==> config.mk <==
export PLATFORM = sky130hd
export DESIGN_NAME = gpio_setclr_port
export DESIGN_NICKNAME = d
export VERILOG_FILES = /design/src/rtl/gpio_sc_pkg.sv /design/src/rtl/gpio_sc_decode.sv /design/src/rtl/gpio_sc_sync.sv /design/src/rtl/gpio_sc_pinbank.sv /design/src/rtl/gpio_setclr_port.sv
export SDC_FILE = /design/constraint.sdc
export NUM_CORES = 1
export LEC_CHECK = 0
export ABC_AREA = 1
export BUFFER_PORTS_ARGS = -buffer_cell sky130_fd_sc_hd__clkbuf_2
export CORE_MARGIN = 8
export CORE_UTILIZATION = 30
export DETAILED_ROUTE_END_ITERATION = 10
export PLACE_DENSITY = 0.52
export REMOVE_ABC_BUFFERS = 1
export SLEW_MARGIN = 5
export SYNTH_ARGS = -nofsm -noshare
export SYNTH_HDL_FRONTEND = slang
export SYNTH_HIERARCHICAL = 1
export SYNTH_SLANG_ARGS = --single-unit
==> constraint.sdc <==
create_clock -name clk -period 2.75 [get_ports clk]
set_clock_uncertainty 0.05 [all_clocks]
set_input_delay 0.275 -clock clk [delete_from_list [all_inputs] [get_ports clk]]
set_output_delay 0.275 -clock clk [all_outputs]
set_load 0.005 [all_outputs]
==> src/rtl/gpio_sc_pkg.sv <==
package gpio_sc_pkg;

    // Register selected by the current bus address
    typedef enum logic [2:0] {
        SEL_NONE = 3'd0,
        SEL_TRI  = 3'd1,
        SEL_SET  = 3'd2,
        SEL_CLR  = 3'd3,
        SEL_LVL  = 3'd4
    } gsc_sel_e;

    // One-cycle write strobes into the pin bank
    typedef struct packed {
        logic to_input;
        logic drive_high;
        logic drive_low;
        logic in_enable;
    } gsc_wstb_s;

    // Turn a decoded selection plus a write strobe into the strobe struct
    function automatic gsc_wstb_s gsc_strobes(input gsc_sel_e sel, input logic wr);
        gsc_wstb_s s;
        s.to_input   = wr && (sel == SEL_TRI);
        s.drive_high = wr && (sel == SEL_SET);
        s.drive_low  = wr && (sel == SEL_CLR);
        s.in_enable  = wr && (sel == SEL_LVL);
        return s;
    endfunction

endpackage

==> src/rtl/gpio_sc_decode.sv <==
module gpio_sc_decode
    import gpio_sc_pkg::*;
#(
    parameter int ADDR_W = 12,
    parameter logic [ADDR_W-1:0] OFS_TRI = 'h100,
    parameter logic [ADDR_W-1:0] OFS_SET = 'h108,
    parameter logic [ADDR_W-1:0] OFS_CLR = 'h10C,
    parameter logic [ADDR_W-1:0] OFS_LVL = 'h110
) (
    input  logic [ADDR_W-1:0] addr,
    output gsc_sel_e          sel
);
    always_comb begin
        if (addr == OFS_TRI)      sel = SEL_TRI;
        else if (addr == OFS_SET) sel = SEL_SET;
        else if (addr == OFS_CLR) sel = SEL_CLR;
        else if (addr == OFS_LVL) sel = SEL_LVL;
        else                      sel = SEL_NONE;
    end
endmodule

==> src/rtl/gpio_sc_sync.sv <==
module gpio_sc_sync #(
    parameter int WIDTH  = 32,
    parameter int STAGES = 2
) (
    input  logic             clk,
    input  logic             rst,
    input  logic [WIDTH-1:0] d,
    output logic [WIDTH-1:0] q
);
    logic [WIDTH-1:0] chain [STAGES];

    always_ff @(posedge clk) begin
        if (rst) chain[0] <= '0;
        else     chain[0] <= d;
    end

    for (genvar s = 1; s < STAGES; s++) begin : g_stage
        always_ff @(posedge clk) begin
            if (rst) chain[s] <= '0;
            else     chain[s] <= chain[s-1];
        end
    end

    assign q = chain[STAGES-1];
endmodule

==> src/rtl/gpio_sc_pinbank.sv <==
module gpio_sc_pinbank
    import gpio_sc_pkg::*;
#(
    parameter int NPIN = 32
) (
    input  logic            clk,
    input  logic            rst,
    input  gsc_wstb_s       stb,
    input  logic [NPIN-1:0] wdata,
    output logic [NPIN-1:0] tri_q,
    output logic [NPIN-1:0] lat_q,
    output logic [NPIN-1:0] ien_q
);
    for (genvar i = 0; i < NPIN; i++) begin : g_pin
        logic hit_in, hit_hi, hit_lo, hit_en;
        assign hit_in = stb.to_input   && wdata[i];
        assign hit_hi = stb.drive_high && wdata[i];
        assign hit_lo = stb.drive_low  && wdata[i];
        assign hit_en = stb.in_enable  && wdata[i];

        always_ff @(posedge clk) begin
            if (rst) begin
                tri_q[i] <= 1'b1;
                lat_q[i] <= 1'b0;
                ien_q[i] <= 1'b0;
            end else begin
                if (hit_hi || hit_lo) tri_q[i] <= 1'b0;
                else if (hit_in)      tri_q[i] <= 1'b1;
                if (hit_hi)           lat_q[i] <= 1'b1;
                else if (hit_lo)      lat_q[i] <= 1'b0;
                if (hit_en)           ien_q[i] <= 1'b1;
            end
        end

        // a set write drives the pin high and makes it an output
        a_r3_set_drives: assert property (@(posedge clk) disable iff (rst)
            (stb.drive_high && wdata[i]) |=> (lat_q[i] && !tri_q[i]));
        // a clear write drives the pin low and makes it an output
        a_r4_clr_drives: assert property (@(posedge clk) disable iff (rst)
            (stb.drive_low && wdata[i]) |=> (!lat_q[i] && !tri_q[i]));
        // a tristate write makes the pin an input and keeps its latch
        a_r2_tri_keeps_latch: assert property (@(posedge clk) disable iff (rst)
            (stb.to_input && wdata[i]) |=> (tri_q[i] && $stable(lat_q[i])));
        // without a one in this bit position, the pin's state holds
        a_r5_zero_bit_holds: assert property (@(posedge clk) disable iff (rst)
            !wdata[i] |=> ($stable(tri_q[i]) && $stable(lat_q[i]) && $stable(ien_q[i])));
        // input enables never drop once set
        a_r6_ien_sticky: assert property (@(posedge clk) disable iff (rst)
            ien_q[i] |=> ien_q[i]);
    end
endmodule

==> src/rtl/gpio_setclr_port.sv <==
module gpio_setclr_port
    import gpio_sc_pkg::*;
#(
    parameter int ADDR_W = 12,
    parameter int NPIN   = 32,
    parameter int SYNC_STAGES = 2,
    parameter logic [ADDR_W-1:0] OFS_TRI = 'h100,
    parameter logic [ADDR_W-1:0] OFS_SET = 'h108,
    parameter logic [ADDR_W-1:0] OFS_CLR = 'h10C,
    parameter logic [ADDR_W-1:0] OFS_LVL = 'h110
) (
    input  logic              clk,
    input  logic              rst,
    input  logic [ADDR_W-1:0] bus_addr,
    input  logic              bus_wr,
    input  logic [NPIN-1:0]   bus_wdata,
    input  logic              bus_rd,
    output logic [NPIN-1:0]   bus_rdata,
    input  logic [NPIN-1:0]   pad_in,
    output logic [NPIN-1:0]   pad_oe,
    output logic [NPIN-1:0]   pad_out
);
    gsc_sel_e        sel;
    gsc_wstb_s       stb;
    logic [NPIN-1:0] tri_q, lat_q, ien_q, lvl_sync;
    logic [NPIN-1:0] rd_next;

    gpio_sc_decode #(
        .ADDR_W(ADDR_W), .OFS_TRI(OFS_TRI), .OFS_SET(OFS_SET),
        .OFS_CLR(OFS_CLR), .OFS_LVL(OFS_LVL)
    ) u_decode (
        .addr(bus_addr),
        .sel (sel)
    );

    assign stb = gsc_strobes(sel, bus_wr);

    gpio_sc_pinbank #(.NPIN(NPIN)) u_bank (
        .clk  (clk),
        .rst  (rst),
        .stb  (stb),
        .wdata(bus_wdata),
        .tri_q(tri_q),
        .lat_q(lat_q),
        .ien_q(ien_q)
    );

    gpio_sc_sync #(.WIDTH(NPIN), .STAGES(SYNC_STAGES)) u_sync (
        .clk(clk),
        .rst(rst),
        .d  (pad_in),
        .q  (lvl_sync)
    );

    always_comb begin
        unique case (sel)
            SEL_TRI: rd_next = tri_q;
            SEL_SET: rd_next = lat_q;
            SEL_LVL: rd_next = lvl_sync & ien_q;
            default: rd_next = '0;
        endcase
    end

    always_ff @(posedge clk) begin
        if (rst)         bus_rdata <= '0;
        else if (bus_rd) bus_rdata <= rd_next;
    end

    assign pad_oe  = ~tri_q;
    assign pad_out = lat_q;

    // reads of unmapped offsets return zero
    a_r9_unmapped_zero: assert property (@(posedge clk) disable iff (rst)
        (bus_rd && sel == SEL_NONE) |=> (bus_rdata == '0));
    // read data holds while no read is issued
    a_r8_rdata_holds: assert property (@(posedge clk) disable iff (rst)
        !bus_rd |=> $stable(bus_rdata));
    // a pin driven through set/clear is an output
    a_r10_oe_after_drive: assert property (@(posedge clk) disable iff (rst)
        (stb.drive_high || stb.drive_low) |=> ((pad_oe & $past(bus_wdata)) == $past(bus_wdata)));
endmodule

==> flow_summary_export.csv <==
group,metric,value,unit
outcome,outcome,"finished, final reports clean",
global_routing,grt_overflow,0,
logic_synthesis,synthTopCellsByCount,"nand2_1, dfxtp_1, inv_1",
worst_setup_path,cp_slowest_cell,"buf_4",
worst_setup_path,worstSetupPathType,"in -> reg",
worst_setup_path,max_stage_delay,0.37,ns
clocking,postCtsSetupRepairBufs,0,
logic_synthesis,yosysUniqueCellTypes,19,
worst_setup_path,crit_buf_inv,7,
global_routing,grt_pass1_vias,7066,
sta,min_period_over_period,0.734,
route,wl,25.0,mm
run,cap_violations,0,
finish,syn_to_final_growth,24.9,%
placement,gp_congestion,0.720,
logic_synthesis,yosysTopAreaCell,"dfxtp_1",
global_routing,grt_pass1_wl,38.9,mm
worst_setup_path,crit_family,"simple AND/OR/NAND/NOR gates",
floorplan,die_w,179,µm
route,dr.pass1.iters,5,
route,vias,7227,
logic_synthesis,ys_seq_area_frac,0.481,
sta,worst_pin_slew,1.12,ns
sta,hold_violations,0,
logic_synthesis,ys_warn_count,6,
sta,rsz0062_at_grt,"no",
worst_setup_path,crit_chain,"clkbuf_2 -> inv_1 -> nand2_1 -> nor2_2 -> nand2_1 -> nor2_4 -> buf_12 -> inv_2 -> buf_4 -> nor4_2 -> buf_4 -> nand2_1 -> clkinv_1 -> a21oi_1 -> nor2_1",
route,via_per_inst,4.55,
finish,final_nets,1321,
worst_setup_path,end_kind,"register",
logic_synthesis,synth_area_leaders,"dfxtp_1, nand2_1, inv_1, nor2_1, a21oi_1",
route,antenna_left,0,
floorplan,fp.dieH,179,µm
sta,setup_viol,0,
floorplan,coreArea,0.0261,mm²
worst_setup_path,cp.required,3.05,ns
route,drc,0,
clocking,htree_levels,4,
sta,final_max_slew_viol_count,0,
clocking,cts_inserted_buffers,17,
power_and_ir_drop,p_leak,5.17,nW
worst_setup_path,critical_path_arrival,2.32,ns
global_routing,antenna_found_initial,1,
finish,final_core_util,0.382,
logic_synthesis,synth_top_flop_cell,"dfxtp_1",
finish,layout-drive-gt1-share,0.215,
clocking,tritoncts,"yes",
logic_synthesis,async_reset_ff_frac,0,
logic_synthesis,synth_edf_count,0,
clocking,clock_path_buffers,2,
global_routing,grtUsageTotal,0.157,
sta,fin_setup_tns,0,ns
power_and_ir_drop,peakVddDrop,0.000274,V
floorplan,ios,176,
worst_setup_path,worstPathMaxFanout,20,
power_and_ir_drop,total_power,5.76,mW
worst_setup_path,worstSetupStartpointType,"input pin",
clocking,clkTransAtPathRegs,0.07,ns
logic_synthesis,synth_area_per_cell,7.52,µm²
floorplan,rows,59,
logic_synthesis,ys_ff_latch,192,
logic_synthesis,synth_most_common_cell,"nand2_1",
min_path,hold_path.class,"in -> reg",
logic_synthesis,syn-cell-area,0.00799,mm²
global_routing,grt_max_degree,66,
logic_synthesis,synth_top_area_frac,0.481,
route,dr.first_iter.drc_count,487,
clocking,insertion_delay,0.43,ns
sta,slew_headroom,0.248,
placement,numPortBuffers,175,
placement,hpwl,16.0,mm
power_and_ir_drop,powerDensity,577,mW/mm²
logic_synthesis,synth_cells,1062,
floorplan,start_util,0.306,
worst_setup_path,cpMostUsedCell,"nand2_1",
clocking,cts_root_buf,"clkbuf_16",
route,wire_per_inst,15.7,µm
clocking,cts.sinks,192,
sta,timing.fmax,0.495,GHz
floorplan,dieArea,0.0321,mm²
sta,min_period,2.02,ns
-- layout by cell type, fill, tap and decap left out --
| cell | instances |
|---|---|
| nand2_1 | 202 |
| dfxtp_1 | 192 |
| clkbuf_2 | 174 |
| inv_1 | 140 |
| nor2_1 | 132 |
| a21oi_1 | 98 |
| nand3_1 | 96 |
| nand4_1 | 32 |
| o21bai_1 | 32 |
| a21oi_2 | 30 |
| clkinv_1 | 30 |
| dlygate4sd3_1 | 28 |
| clkbuf_16 | 17 |
| buf_4 | 17 |
| nor4_2 | 4 |
| bufinv_16 | 4 |
| buf_12 | 4 |
| inv_2 | 3 |
| clkinv_2 | 3 |
| clkinvlp_4 | 3 |
| nor2_4 | 3 |
| nor2_8 | 2 |
| inv_6 | 2 |
| diode_2 | 1 |
| clkbuf_1 | 1 |
| clkinv_4 | 1 |
| clkbuf_8 | 1 |
| buf_6 | 1 |
| nor2_2 | 1 |
| o21ai_1 | 1 |
-- area by class of cell --
| type | instances | area [µm²] |
|---|---|---|
| clock buffer | 19 | 443 |
| clock inverter | 13 | 184 |
| antenna | 1 | 2.50 |
| fill | 2801 | 16200 |
| inverter | 173 | 649 |
| sequential | 192 | 3840 |
| tap | 335 | 419 |
| multi-input combinational | 633 | 3060 |
| timing repair buffer | 224 | 1370 |
-- state kept, by name, summed over array words and instances (netlist names) --
signal / cells
u_sync/chain: 64
u_bank/tri_q: 32
bus_rdata: 32
u_bank/lat_q: 32
u_bank/ien_q: 32
-- power by group --
| group | total (mW) | switching [mW] | internal [mW] |
|---|---|---|---|
| Combinational | 0.248 | 0.145 | 0.103 |
| Clock | 2.68 | 1.13 | 1.55 |
| Sequential | 2.83 | 0.0109 | 2.82 |
-- logic make-up (layout without fill, tap and decap cells) --
family,count (synthesis),in the layout,share of synthesized area
AND/OR/NAND/NOR,472,472,0.252
buffers and inverters,237,429,0.141
flip-flops,192,192,0.481
AO/OA/AOI/OAI,161,161,0.125
other,0,1,0
-- worst register-to-register path: stages (launching register included) --
cell     delay, ns
dfxtp_1       0.35
nand2_1       0.05
inv_1         0.05
nand3_1       0.05
nand3_1       0.12
nand2_1       0.10
a21oi_2       0.14
-- final timing paths --
check                       from             endpoint  slack, ns  cells past startpoint
max                  bus_addr[9]      u_bank/lat_q[8]       0.73                     15
min                   pad_in[19]  u_sync/chain[0][19]       0.02                      3
max reg2reg     u_bank/ien_q[10]        bus_rdata[10]       1.78                      6
min reg2reg  u_sync/chain[0][16]  u_sync/chain[1][16]       0.34                      2
-- what timing repair did --
| item | 4_1_cts | 5_1_grt |
|---|---|---|
| hold buffers | 28 | 0 |
| endpoints found under the hold margin | 28 | 0 |
| gates resized for setup | 0 | 0 |
| endpoints found under the setup margin | 0 | 0 |
-- routing by layer --
metal / GRT usage / vias to the layer above / part of all wire / routed length [µm]
li1: - / 3695 / - / -
met1: 0.205 / 3321 / 0.47 / 11800
met2: 0.256 / 192 / 0.46 / 11400
met3: 0.0396 / 17 / 0.062 / 1540
met4: 0.0392 / 2 / 0.0090 / 224
met5: 0 / - / 0.00052 / 13
-- stage by stage --
| stage | std cells | setup slack (ns) | cell area (µm²) | hold WS, ns |
|---|---|---|---|---|
| finish | 1590 | 0.731 | 9970 | 0.0246 |
| CTS | 1589 | 0.771 | 9970 | 0.00609 |
| detailed placement | 1529 | 0.347 | 9060 | 0.342 |
| global route | 1589 | 0.592 | 9970 | 0.0194 |
| floorplan | 998 | -2.66 | 7510 | 0.287 |
| global placement | 1529 | 0.350 | 9060 | 0.340 |
(Power assumes the default switching activity.)
